`config.mk`:
```
export PLATFORM = sky130hd
export DESIGN_NAME = smlk_top
export DESIGN_NICKNAME = d
export VERILOG_FILES = /design/src/rtl/smlk_pkg.sv /design/src/rtl/smlk_rst_sync.sv /design/src/rtl/smlk_cfg_byte.sv /design/src/rtl/smlk_win_dec.sv /design/src/rtl/smlk_top.sv
export SDC_FILE = /design/constraint.sdc
export NUM_CORES = 1
export LEC_CHECK = 0
export BUFFER_PORTS_ARGS = -buffer_cell sky130_fd_sc_hd__buf_2
export CAP_MARGIN = 30
export CORE_MARGIN = 3
export CORE_UTILIZATION = 31
export CTS_CLUSTER_DIAMETER = 150
export DETAILED_ROUTE_END_ITERATION = 12
export PLACE_DENSITY = 0.81
export SYNTH_ARGS = -nofsm -noshare
export SYNTH_HDL_FRONTEND = slang
export SYNTH_SLANG_ARGS = --single-unit
```
`constraint.sdc`:
```
create_clock -name clk -period 2.95 [get_ports clk]
set_input_delay 0.59 -clock clk [delete_from_list [all_inputs] [get_ports clk]]
set_output_delay 0.59 -clock clk [all_outputs]
set_load 0.005 [all_outputs]
```
`src/rtl/smlk_pkg.sv`:
```
package smlk_pkg;

  localparam int unsigned CFG_W = 8;

  localparam logic [CFG_W-1:0] QUERY_VAL  = 8'hFF;
  localparam logic [CFG_W-1:0] ANSWER_VAL = 8'h01;
  localparam int unsigned      LOCK_BIT   = 1;
  localparam logic [CFG_W-1:0] LOCK_VAL   = 8'h02;
  localparam logic [CFG_W-1:0] MASK_FULL  = '1;

  typedef enum logic [1:0] {
    PH_OPEN     = 2'd0,
    PH_ANSWERED = 2'd1,
    PH_LOCKED   = 2'd2
  } smlk_phase_e;

endpackage

```
`src/rtl/smlk_rst_sync.sv`:
```
module smlk_rst_sync #(
  parameter int unsigned STAGES = 2
) (
  input  logic clk,
  input  logic rst_n,
  output logic rst_q_n
);

  logic [STAGES-1:0] chain_q;

  always_ff @(posedge clk or negedge rst_n) begin
    if (!rst_n) begin
      chain_q <= '0;
    end else begin
      chain_q <= {chain_q[STAGES-2:0], 1'b1};
    end
  end

  assign rst_q_n = chain_q[STAGES-1];

endmodule

```
`src/rtl/smlk_cfg_byte.sv`:
```
module smlk_cfg_byte
  import smlk_pkg::*;
(
  input  logic             clk,
  input  logic             rst_n,
  input  logic             feat_en,
  input  logic             wr_en,
  input  logic [CFG_W-1:0] wr_data,
  output logic [CFG_W-1:0] rd_data,
  output logic             region_en,
  output smlk_phase_e      phase
);

  logic [CFG_W-1:0] data_q, data_d;
  logic [CFG_W-1:0] mask_q, mask_d;
  logic [CFG_W-1:0] merged;
  logic             upd_en;

  // write merge through the current write mask
  assign merged = (data_q & ~mask_q) | (wr_data & mask_q);
  assign upd_en = feat_en & wr_en;

  always_comb begin
    data_d = data_q;
    mask_d = mask_q;
    if (merged == QUERY_VAL) begin
      data_d = ANSWER_VAL;
      mask_d = LOCK_VAL;
    end else if (mask_q == MASK_FULL) begin
      data_d = '0;
    end else if (merged[LOCK_BIT]) begin
      data_d = LOCK_VAL;
      mask_d = mask_q & ~LOCK_VAL;
    end else begin
      data_d = merged;
    end
  end

  always_ff @(posedge clk or negedge rst_n) begin
    if (!rst_n) begin
      data_q <= '0;
      mask_q <= MASK_FULL;
    end else if (upd_en) begin
      data_q <= data_d;
      mask_q <= mask_d;
    end
  end

  always_comb begin
    if (mask_q == MASK_FULL) begin
      phase = PH_OPEN;
    end else if (mask_q[LOCK_BIT]) begin
      phase = PH_ANSWERED;
    end else begin
      phase = PH_LOCKED;
    end
  end

  assign rd_data   = data_q;
  assign region_en = feat_en & data_q[LOCK_BIT];

endmodule

```
`src/rtl/smlk_win_dec.sv`:
```
module smlk_win_dec #(
  parameter int unsigned         AW        = 32,
  parameter int unsigned         DW        = 32,
  parameter logic [AW-1:0]       WIN_BASE  = 32'h0003_0000,
  parameter int unsigned         WIN_LOG2  = 16
) (
  input  logic          region_en,
  input  logic          mem_valid,
  input  logic          mem_smm,
  input  logic [AW-1:0] mem_addr,
  output logic          win_hit,
  output logic          sink_sel,
  output logic          smram_sel,
  output logic [DW-1:0] hole_rdata
);

  localparam int unsigned TAG_W = AW - WIN_LOG2;
  localparam logic [TAG_W-1:0] WIN_TAG = WIN_BASE[AW-1:WIN_LOG2];

  logic claim;

  assign win_hit   = (mem_addr[AW-1:WIN_LOG2] == WIN_TAG);
  assign claim     = region_en & mem_valid & win_hit;
  assign sink_sel  = claim & ~mem_smm;
  assign smram_sel = claim & mem_smm;
  assign hole_rdata = sink_sel ? {DW{1'b1}} : '0;

endmodule

```
`src/rtl/smlk_top.sv`:
```
module smlk_top
  import smlk_pkg::*;
#(
  parameter int unsigned   AW       = 32,
  parameter int unsigned   DW       = 32,
  parameter logic [AW-1:0] WIN_BASE = 32'h0003_0000,
  parameter int unsigned   WIN_LOG2 = 16
) (
  input  logic             clk,
  input  logic             rst_n,
  input  logic             feat_en,
  input  logic             cfg_wr,
  input  logic [CFG_W-1:0] cfg_wdata,
  output logic [CFG_W-1:0] cfg_rdata,
  input  logic             mem_valid,
  input  logic             mem_smm,
  input  logic [AW-1:0]    mem_addr,
  output logic             win_hit,
  output logic             sink_sel,
  output logic             smram_sel,
  output logic [DW-1:0]    hole_rdata
);

  logic        rst_q_n;
  logic        region_en;
  smlk_phase_e phase;

  smlk_rst_sync #(.STAGES(2)) u_rst (
    .clk     (clk),
    .rst_n   (rst_n),
    .rst_q_n (rst_q_n)
  );

  smlk_cfg_byte u_cfg (
    .clk       (clk),
    .rst_n     (rst_q_n),
    .feat_en   (feat_en),
    .wr_en     (cfg_wr),
    .wr_data   (cfg_wdata),
    .rd_data   (cfg_rdata),
    .region_en (region_en),
    .phase     (phase)
  );

  smlk_win_dec #(
    .AW       (AW),
    .DW       (DW),
    .WIN_BASE (WIN_BASE),
    .WIN_LOG2 (WIN_LOG2)
  ) u_dec (
    .region_en  (region_en),
    .mem_valid  (mem_valid),
    .mem_smm    (mem_smm),
    .mem_addr   (mem_addr),
    .win_hit    (win_hit),
    .sink_sel   (sink_sel),
    .smram_sel  (smram_sel),
    .hole_rdata (hole_rdata)
  );

endmodule

```
# Word level (Yosys, flattened, before mapping)
# Index checks and enable logic that the tools add are counted.
# op_classes
n_bitwise	11
eq_ne	4
n_reduce_logical	3
n_mux	7
# op_table
cell	n
$mux 8	5
$mux 32	1
$and 8x8->8	2
$eq 16x2->1 const B	1
$eq 8x8->1 const B	2
$not 8->8	1
$or 8x8->8	1
$and 1x1->1	6
$reduce_and 3->1	1
$mux 2	1
$ne 2x1->1 const B	1
$reduce_and 2->1	1
$reduce_bool 2->1	1
$not 1->1	1
# word_totals
output_inout_bits	43
register_bits	18
inputBits	46

# Logic depth before layout (Yosys ltp)
# Gate-level depths: netlist of run 1.
# logic_depth
depth_word	6
mapped_depth	5
depth_no_buf	4

# Cells and area by module
# A second synthesis of run 1 with hierarchy kept.
# hier_totals
cells_unflattened	88
area_unflattened_um2	878.3
# modules_own_cells
module	seq_area_each_um2	area_each_um2	cells_per_inst	n_inst
smlk_cfg_byte	252.7	515.5	43	1
smlk_win_dec	0.0	309.0	42	1
smlk_rst_sync	50.0	53.8	3	1

# Least setup slack after synthesis of run 1
# No wires, ideal clock.
# synth_path
path_type	input -> output
start	in mem_addr[18]
end	out hole_rdata[0]
setup_slack_ps	-181
n_path_buf	1
arrival_ps	2541
required_time_ps	2360
path_stages	5
path_cell_list	nor4_1 -> and4_1 -> nand4_1 -> nor2_1 -> buf_4
# synth_between
elab_chain_len	4
# synth_rtl
item	line	source
start: declaration	smlk_top.sv:17	input logic [AW-1:0] mem_addr,
$eq 16x2->1	smlk_win_dec.sv:22	assign win_hit = (mem_addr[AW-1:WIN_LOG2] == WIN_TAG);
net win_hit	smlk_top.sv:18	output logic win_hit,
$and 1x1->1	smlk_win_dec.sv:23	assign claim = region_en & mem_valid & win_hit;
$and 1x1->1	smlk_win_dec.sv:24	assign sink_sel = claim & ~mem_smm;
net sink_sel	smlk_top.sv:19	output logic sink_sel,
$mux 32	smlk_win_dec.sv:26	assign hole_rdata = sink_sel ? {DW{1'b1}} : '0;
end: declaration	smlk_top.sv:21	output logic [DW-1:0] hole_rdata
# The timed path passes the listed nets, and every way through them passes these cells.

# Worst setup path after layout of run 1
# layout_path
start	in mem_addr[19]
end	out hole_rdata[20]
# layout_between
elab_chain_len	4
# layout_rtl
item	line
$eq 16x2->1	smlk_win_dec.sv:22
$and 1x1->1	smlk_win_dec.sv:23
$and 1x1->1	smlk_win_dec.sv:24
$mux 32	smlk_win_dec.sv:26
# No other way between the ends.

==> metrics.txt, run 1 <==
HPWL after DPL between 1500 and 2000 um; Synth Net Count 129; RSZ-0062 raised after global routing no; Final WS setup about 550 ps; root buf cell clkbuf_4; Clock Skew roughly 5 ps; top post-synthesis cells by area dfrtp_1, buf_4, dfstp_2, a22o_1, nand4b_1; Fin. Hold Viols 0; peak supply drop about 220 uV; Max Cap Viol 0; DRC violations left 0; CTS max path bufs 2; Starting Density 0.3328; Max Clock Freq between 400 and 500 MHz; total I/O pin count slightly below 90; die span in x 58.04 um; Area Growth Syn to Fin 22.65%; most common cell in the synthesized netlist buf_4; fin crit period between 2000 and 2500 ps; Avg Cell Area, Syn approximately 10 um2; Synth Instances a little over 80; final setup fails 0; first-pass GRT wire length between 2000 and 3000 um; drt wl/cell between 10 and 15 um; # Post-CTS Setup Buffers 0; Synth top area share 0.2981; period utilisation layout 0.8140; Routed WL 1837 um; Slew Viols, Final 0; Final nets 175; Final ANT Viol Nets 0; drt pass-1 iters 4; cells on worst reg2reg path 4; core area roughly 2500 um2; yosys synthesis warning count 0; Crit Path Class in2out; Lkg Pwr ~0.59 nW; Vias per Instance between 4 and 5; row count 18; H-tree levels 1; share of cells above drive strength 1 0.6693; total CTS buffers 3; worst min-delay path category in2async; cell taking the most area after synthesis dfrtp_1; grt ovf 0; Cell variety after synth 25; Startpoint Class input pin; largest net degree at the start of global routing 34; Commonest cells post-synth buf_4, dfrtp_1, a22o_1; chip height between 50 and 60 um; vias post-DR between 700 and 800; clock-pin slew on the worst setup and hold paths about 60 ps; CTS Sinks 12; Max FO, Critical Path 33; Cell Area, Synth 839.6 um2; die area about 3400 um2; CP required 2360 ps; TritonCTS clock tree built; vias in the first global route between 600 and 700; cts repair resizes 0; worst hold margin 90.95 ps; Filler Cells Inserted about 250; initial antenna violation count 0; global placement routability congestion ~0.75; Primary FF master, synth dfrtp_1; flop-to-flop setup slack between 1000 and 1500 ps; dpl ws 521.1 ps; clock latency on the worst-skew pair roughly 270 ps; Seq/Total Area, Yosys 0.3607; CP endpoint kind primary output; count of flip-flops with a built-in enable after synthesis 0; Arrival @ worst endpoint around 1800 ps; status complete, no violations; asr flop ratio synth 1.000; drt first-iter violations 24; # hold bufs at CTS 0; setup TNS 0 ps; Power Density about 290 nW/um2; Yosys reg bits 12; Ant. Diodes 0; Port Buffers between 70 and 80; Total GRT Usage 0.1031
-- path summary, 6_finish.rpt --
check / start / to
min in group clk: u_rst.chain_q[0] / u_rst.chain_q[1]
min reg2reg: u_rst.chain_q[1] / u_cfg.rd_data[4]
max in group asynchronous: u_rst.chain_q[1] / u_cfg.mask_q[6]
max reg2reg: u_cfg.mask_q[1] / u_cfg.rd_data[0]
min: rst_n / u_rst.chain_q[0]
max: mem_addr[19] / hole_rdata[20]
-- metrics by stage --
stage                     area, um2  total power, mW  cells    util
after floorplan               842.1           0.1768     83       -
after global placement         1007           0.1990    154  0.3993
after detailed placement       1007           0.2002    154  0.3993
after CTS                      1030           0.2995    157  0.4082
after global routing           1030           0.3136    157  0.4082
final                          1030           0.2949    157  0.4082
-- registers in the layout, summed over array words and instances (netlist names) --
| register | flops |
|---|---|
| u_rst.chain_q | 2 |
| u_cfg.rd_data | 8 |
| u_cfg.mask_q | 2 |
-- report_power, final --
part	internal (mW)	switching [mW]	total, mW
combinational	0.0160	0.0121	0.0281
clock	0.0473	0.0510	0.0982
sequential	0.166	0.00262	0.169
-- critical path, stage by stage --
cell	delay, ps
buf_2	90
nor4bb_1	270
and4_1	240
nand4_1	140
nor2_2	100
buf_4	230
buf_2	150
-- cell type report --
cell class,count,area [um2],area share
Multi-Input combinational cell,36,287.8,0.2795
Inverter,3,11.26,0.01094
Timing Repair Buffer,73,367.9,0.3572
Sequential cell,12,302.8,0.2940
Clock buffer,3,22.52,0.02187
Tap cell,30,37.54,0.03645
-- metal layers --
layer  routed length (um)  vias up  track usage
li1                     -      353            -
met1                  579      330      0.09478
met2                  983       45       0.1935
met3                  247        5      0.04232
met4                   27        0      0.04967
met5                    0        -            0
-- kinds of logic (layout without fill, tap and decap cells) --
family                 count (synthesis)  in the layout  share of synthesized area
buffers and inverters                 35             79                     0.2996
AND/OR/NAND/NOR                       20             20                     0.1788
AO/OA/AOI/OAI                         14             14                     0.1431
flip-flops                            12             12                     0.3607
other                                  1              1                   0.004467
multiplexers                           1              1                    0.01341
-- cell usage in the layout (no fill, tap or decap), types with 2 or more instances in the layout --
cell type	count
nand3_2	2
dfrtp_1	10
dfstp_2	2
clkbuf_4	3
nand4_1	2
buf_2	72
a22o_1	6
nand4b_1	3
nor4_1	3
inv_1	3
nand2_1	4
(Power assumes the default switching activity.)
==> run 2, diff against run 1 <==
--- a/config.mk
+++ b/config.mk
@@ -8,10 +8,10 @@
 export BUFFER_PORTS_ARGS = -buffer_cell sky130_fd_sc_hd__buf_2
 export CAP_MARGIN = 30
 export CORE_MARGIN = 3
-export CORE_UTILIZATION = 31
+export CORE_UTILIZATION = 34
 export CTS_CLUSTER_DIAMETER = 150
 export DETAILED_ROUTE_END_ITERATION = 12
-export PLACE_DENSITY = 0.81
+export PLACE_DENSITY = 0.84
 export SYNTH_ARGS = -nofsm -noshare
 export SYNTH_HDL_FRONTEND = slang
 export SYNTH_SLANG_ARGS = --single-unit
==> constraint.sdc (replaced) <==
create_clock -name clk -period 2.4 [get_ports clk]
set_input_delay 0.48 -clock clk [delete_from_list [all_inputs] [get_ports clk]]
set_output_delay 0.48 -clock clk [all_outputs]
set_load 0.005 [all_outputs]
==> metrics.txt, run 2 (synthesized netlist as in run 1, its figures left out) <==
vias in the first global route 694 (was 642); clock latency on the worst-skew pair 270 ps (about the same); drt first-iter violations 18 (was 24); fin crit period roughly 2200 ps; total I/O pin count 89 (unchanged); setup TNS 0 ps (unchanged); RSZ-0062 raised after global routing no (unchanged); total CTS buffers 3 (unchanged); Inst Count DP 152 (was 154); Ant. Diodes 0 (unchanged); # Post-CTS Setup Buffers 0 (unchanged); first-pass GRT wire length 2980 um (was 2642 um); worst min-delay path category reg2async (was in2async); DRC violations left 0 (unchanged); grt ovf 0 (unchanged); largest net degree at the start of global routing 34 (unchanged); Arrival @ worst endpoint 1690 ps (was 1810 ps); commonest non-fill, non-tap cell in the layout buf_2 (unchanged); vias post-DR 774 (was 733); Final nets 176 (was 175); row count 17 (was 18); CP required 1920 ps (was 2360 ps); Slew Viols, Final 0 (unchanged); cells on worst reg2reg path 4 (unchanged); Final ANT Viol Nets 0 (unchanged); Vias per Instance 4.930 (was 4.669); footprint of the multi-input gates 292.8 um2 (was 287.8 um2); core area 2276 um2 (was 2522 um2); period utilisation layout 0.9043; die span in x 55.69 um (was 58.04 um); commonest non-fill, non-tap cells in the layout buf_2, dfrtp_1, a22o_1 (unchanged); share of cells above drive strength 1 0.6589 (was 0.6693); peak supply drop 284.0 uV (was 221.3 uV); status complete, no violations (unchanged); drt pass-1 iters 4 (unchanged); register area 302.8 um2 (unchanged); Final WS setup 229.7 ps (was 548.7 ps); Max Cap Viol 0 (unchanged); Crit Path Class in2out (unchanged); crit path buf inv count 3 (unchanged); Starting Density 0.3689 (was 0.3328); CTS max path bufs 2 (unchanged); CTS Sinks 12 (unchanged); Max Clock Freq ~460 MHz; Worst path slowest cell nor4bb_1 (unchanged); Worst path depth 7 (unchanged); final setup fails 0 (unchanged); Area Growth Syn to Fin 26.08% (was 22.65%); drt wl/cell 12.54 um (was 11.70 um); final cell count without fillers 157 (unchanged); Power Density 357.0 nW/um2 (was 286.3 nW/um2); Clock Skew 1.326 ps (was 5.153 ps); TritonCTS clock tree built (unchanged); Total GRT Usage 0.1178 (was 0.1031); max reg flops 8 (unchanged); clock-pin slew on the worst setup and hold paths 70 ps (was 60 ps); CP endpoint kind primary output (unchanged); die area 3101 um2 (was 3369 um2); global placement routability congestion 0.7839 (was 0.7533); Port Buffers 72 (unchanged); CP cell instances buf_2 -> nor4bb_1 -> and4_1 -> nand4_1 -> nor2_4 -> buf_12 -> buf_2 (was buf_2 -> nor4bb_1 -> and4_1 -> nand4_1 -> nor2_2 -> buf_4 -> buf_2); Fin. Hold Viols 0 (unchanged); H-tree levels 1 (unchanged); initial antenna violation count 0 (unchanged); root buf cell clkbuf_4 (unchanged); cts repair resizes 0 (unchanged); Largest stage delay, worst path 250 ps (was 270 ps); Startpoint Class input pin (unchanged); Routed WL 1969 um (was 1837 um); CP most frequent cell buf_2 (unchanged); Max FO, Critical Path 33 (unchanged); dpl ws 226.7 ps (was 521.1 ps); Filler Cells Inserted 194 (was 252); crit-path leading delay family simple AND/OR/NAND/NOR gates (unchanged); chip height 55.69 um (was 58.04 um); Lkg Pwr 0.6015 nW (was 0.5932 nW)
run 2: cell count changes in the layout (fill, tap and decap cells not counted), sizes merged:
cell	previous run	this run
clkbuf	3	4
dlygate4sd3	0	1
run 2: repair_timing:
item                       in CTS  in global routing
setup endpoints to repair       0                  0
hold endpoints to repair        2                  0
hold buffers                    1                  0
run 2: worst register-to-register path, delay by kind of cell, from the launching register on:
family         cells  cell delay [ps]
multiplexers       1              380
AO/OA/AOI/OAI      3              530
flip-flops         1              590
run 2: area by class of cell:
class	instances	area share
clock buffer	4	0.02482
sequential	12	0.2861
multi-input combinational	36	0.2766
timing repair buffer	74	0.3688
tap	28	0.03310
inverter	3	0.01064
run 2: routing by layer:
layer,vias to the layer above,global-route usage,part of all wire
met2,53,0.2382,0.53
met5,-,0,0
met1,362,0.1136,0.35
met3,2,0.01392,0.11
li1,357,-,-
met4,0,0.05903,0.012
run 2: through the flow:
stage | util | area, um2 | hold slack [ps] | power [mW]
finish | 0.4651 | 1059 | 164.6 | 0.3779
global route | 0.4651 | 1059 | 203.0 | 0.3932
CTS | 0.4651 | 1059 | 174.1 | 0.3815
detailed placement | 0.4491 | 1022 | 169.8 | 0.2476
global placement | 0.4491 | 1022 | 160.2 | 0.2449
floorplan | - | 847.1 | 119.4 | 0.2173
run 2: path summary, 6_finish.rpt:
kind                                    end  slack (ps)              from
min in group clk           u_rst.chain_q[1]         390  u_rst.chain_q[0]
setup / recovery             hole_rdata[15]         230      mem_addr[19]
hold / removal             u_cfg.rd_data[7]         160  u_rst.chain_q[1]
max in group asynchronous  u_rst.chain_q[1]        1770             rst_n
hold reg to reg            u_cfg.rd_data[7]         160  u_rst.chain_q[1]
setup reg to reg           u_cfg.rd_data[0]         820   u_cfg.mask_q[1]
run 2: power by group:
part	switching [mW]	leakage, nW	internal (mW)	total (mW)
Combinational	0.0172	0.436	0.0208	0.0381
Clock	0.0679	0.0150	0.0645	0.132
Sequential	0.00356	0.151	0.204	0.207
Total	0.0887	0.601	0.289	0.378
==> run 3, diff against run 2 <==
--- a/config.mk
+++ b/config.mk
@@ -11,7 +11,7 @@
 export CORE_UTILIZATION = 34
 export CTS_CLUSTER_DIAMETER = 150
 export DETAILED_ROUTE_END_ITERATION = 12
-export PLACE_DENSITY = 0.84
+export PLACE_DENSITY = 0.79
 export SYNTH_ARGS = -nofsm -noshare
 export SYNTH_HDL_FRONTEND = slang
 export SYNTH_SLANG_ARGS = --single-unit
==> constraint.sdc (replaced) <==
create_clock -name clk -period 2.4 [get_ports clk]
set_input_delay 0.12 -clock clk [delete_from_list [all_inputs] [get_ports clk]]
set_output_delay 0.12 -clock clk [all_outputs]
set_load 0.005 [all_outputs]
==> metrics.txt, run 3 (synthesized netlist as in run 1, its figures left out) <==
Startpoint Class flip-flop (was input pin); CTS Sinks 12 (unchanged); Port Buffers 72 (unchanged); combinational share of power 0.097 (was 0.101); worst min-delay path category in2reg (was reg2async); Fin. Hold Viols 0 (unchanged); crit path buf inv count 0 (was 3); peak supply drop 284.8 uV (was 284.0 uV); TritonCTS clock tree built (unchanged); net switching power 85.17 uW (was 88.73 uW); initial antenna violation count 0 (unchanged); Switching Share 0.2276 (was 0.2348); Arrival @ worst endpoint 1760 ps (was 1690 ps); Max Clock Freq 639.4 MHz (was 460.8 MHz); clock-pin slew on the worst setup and hold paths 80 ps (was 70 ps); core area 2276 um2 (unchanged); Starting Density 0.3689 (unchanged); die area 3101 um2 (unchanged); Clock Skew 7.798 ps (was 1.326 ps); vias in the first global route 673 (was 694); max reg flops 8 (unchanged); root buf cell clkbuf_4 (unchanged); global placement routability congestion 0.7490 (was 0.7839); clock group share of total power 0.350 (about the same); crit-path leading delay family flip-flops (was simple AND/OR/NAND/NOR gates); drt pass-1 iters 4 (unchanged); Max FO, Critical Path 7 (was 33); CP cell instances mux2_2 -> o21bai_2 -> a22oi_1 -> o21ai_0 (was buf_2 -> nor4bb_1 -> and4_1 -> nand4_1 -> nor2_4 -> buf_12 -> buf_2); Inst Count DP 152 (unchanged); cts repair resizes 0 (unchanged); # Post-CTS Setup Buffers 0 (unchanged); Final nets 176 (unchanged); final cell count without fillers 157 (unchanged); setup TNS 0 ps (unchanged); total CTS buffers 3 (unchanged); die span in x 55.69 um (unchanged); grt ovf 0 (unchanged); Area Growth Syn to Fin 23.70% (was 26.08%); clock latency on the worst-skew pair 280 ps (was 270 ps); Slew Viols, Final 0 (unchanged); share of cells above drive strength 1 0.6512 (was 0.6589); largest net degree at the start of global routing 34 (unchanged); Routed WL 1862 um (was 1969 um); row count 17 (unchanged); first-pass GRT wire length 2884 um (was 2980 um); CP required 2600 ps (was 1920 ps); Lkg Pwr 0.5988 nW (was 0.6015 nW); HPWL after DPL about 1600 um; final setup fails 0 (unchanged); Ant. Diodes 0 (unchanged); drt wl/cell 11.86 um (was 12.54 um); Largest stage delay, worst path 590 ps (was 250 ps); flop-to-flop setup slack 840 ps (was 820 ps); fin crit period 1564 ps (was 2170 ps); commonest non-fill, non-tap cells in the layout buf_2, dfrtp_1, a22o_1 (unchanged); drt first-iter violations 8 (was 18); Flop pwr share 0.553 (was 0.549); RSZ-0062 raised after global routing no (unchanged); status complete, no violations (unchanged); Vias per Instance 4.803 (was 4.930); Worst path slowest cell dfstp_2 (was nor4bb_1); internal power 289.1 uW (about the same); CTS max path bufs 2 (unchanged); H-tree levels 1 (unchanged); vias post-DR 754 (was 774); period utilisation layout 0.6516 (was 0.9043); Final ANT Viol Nets 0 (unchanged); Crit Path Class reg2reg (was in2out); commonest non-fill, non-tap cell in the layout buf_2 (unchanged); DRC violations left 0 (unchanged); chip height 55.69 um (unchanged); Max Cap Viol 0 (unchanged); Power Density 360.4 nW/um2 (was 357.0 nW/um2); Total GRT Usage 0.1150 (was 0.1178); total I/O pin count 89 (unchanged); CP endpoint kind flip-flop (was primary output)
-- run 3: worst paths after layout --
path	end	startpoint	cells after the start
max in group asynchronous	u_cfg.mask_q[6]	u_rst.chain_q[1]	0
max	u_cfg.rd_data[0]	u_cfg.mask_q[1]	4
max reg2reg	u_cfg.rd_data[0]	u_cfg.mask_q[1]	4
min in group asynchronous	u_cfg.rd_data[2]	u_rst.chain_q[1]	0
min reg2reg	u_cfg.rd_data[2]	u_rst.chain_q[1]	0
min	u_cfg.rd_data[3]	cfg_wdata[3]	2
-- run 3: layer usage --
| layer | wire length (um) | GRT usage | share of wire | vias to the layer above |
|---|---|---|---|---|
| li1 | - | - | - | 357 |
| met1 | 633 | 0.1111 | 0.34 | 348 |
| met2 | 1001 | 0.2264 | 0.54 | 46 |
| met3 | 196 | 0.02320 | 0.11 | 3 |
| met4 | 31 | 0.05556 | 0.017 | 0 |
| met5 | 0 | 0 | 0 | - |
-- run 3: cell type report --
cell class | instances | area (um2)
timing repair buffer | 74 | 377.9
multi-input combinational | 36 | 285.3
clock buffer | 4 | 26.28
sequential | 12 | 302.8
inverter | 3 | 11.26
fill | 201 | 1237
tap | 28 | 35.03
-- run 3: worst register-to-register path, cell delays in order, from the launching register on --
cell and delay (ps):
dfstp_2 590, mux2_2 380, o21bai_2 300, a22oi_1 120, o21ai_0 100
-- run 3: power groups by stage --
stage          Sequential (mW)  Clock, mW  Combinational (mW)
2_1_floorplan            0.210          0             0.00696
3_3_place_gp             0.211          0              0.0334
3_5_place_dp             0.211          0              0.0347
4_1_cts                  0.207      0.136              0.0360
5_1_grt                  0.208      0.145              0.0394
6_report                 0.207      0.131              0.0362
-- run 3: what timing repair did --
action                     in CTS  in global routing
hold buffers                    1                  0
setup endpoints to repair       0                  0
hold endpoints to repair        2                  0
-- run 3: through the flow --
step                  util  setup slack (ps)  total power [mW]  cell area (um2)  hold slack [ps]
floorplan                -             208.9            0.2173            839.6           -175.6
detailed placement  0.4404             853.7            0.2459             1002           -93.36
global placement    0.4404             926.7            0.2446             1002           -95.27
CTS                 0.4563             831.5            0.3789             1039            76.06
finish              0.4563             836.1            0.3743             1039            81.84
global route        0.4563             687.3            0.3918             1039            83.07
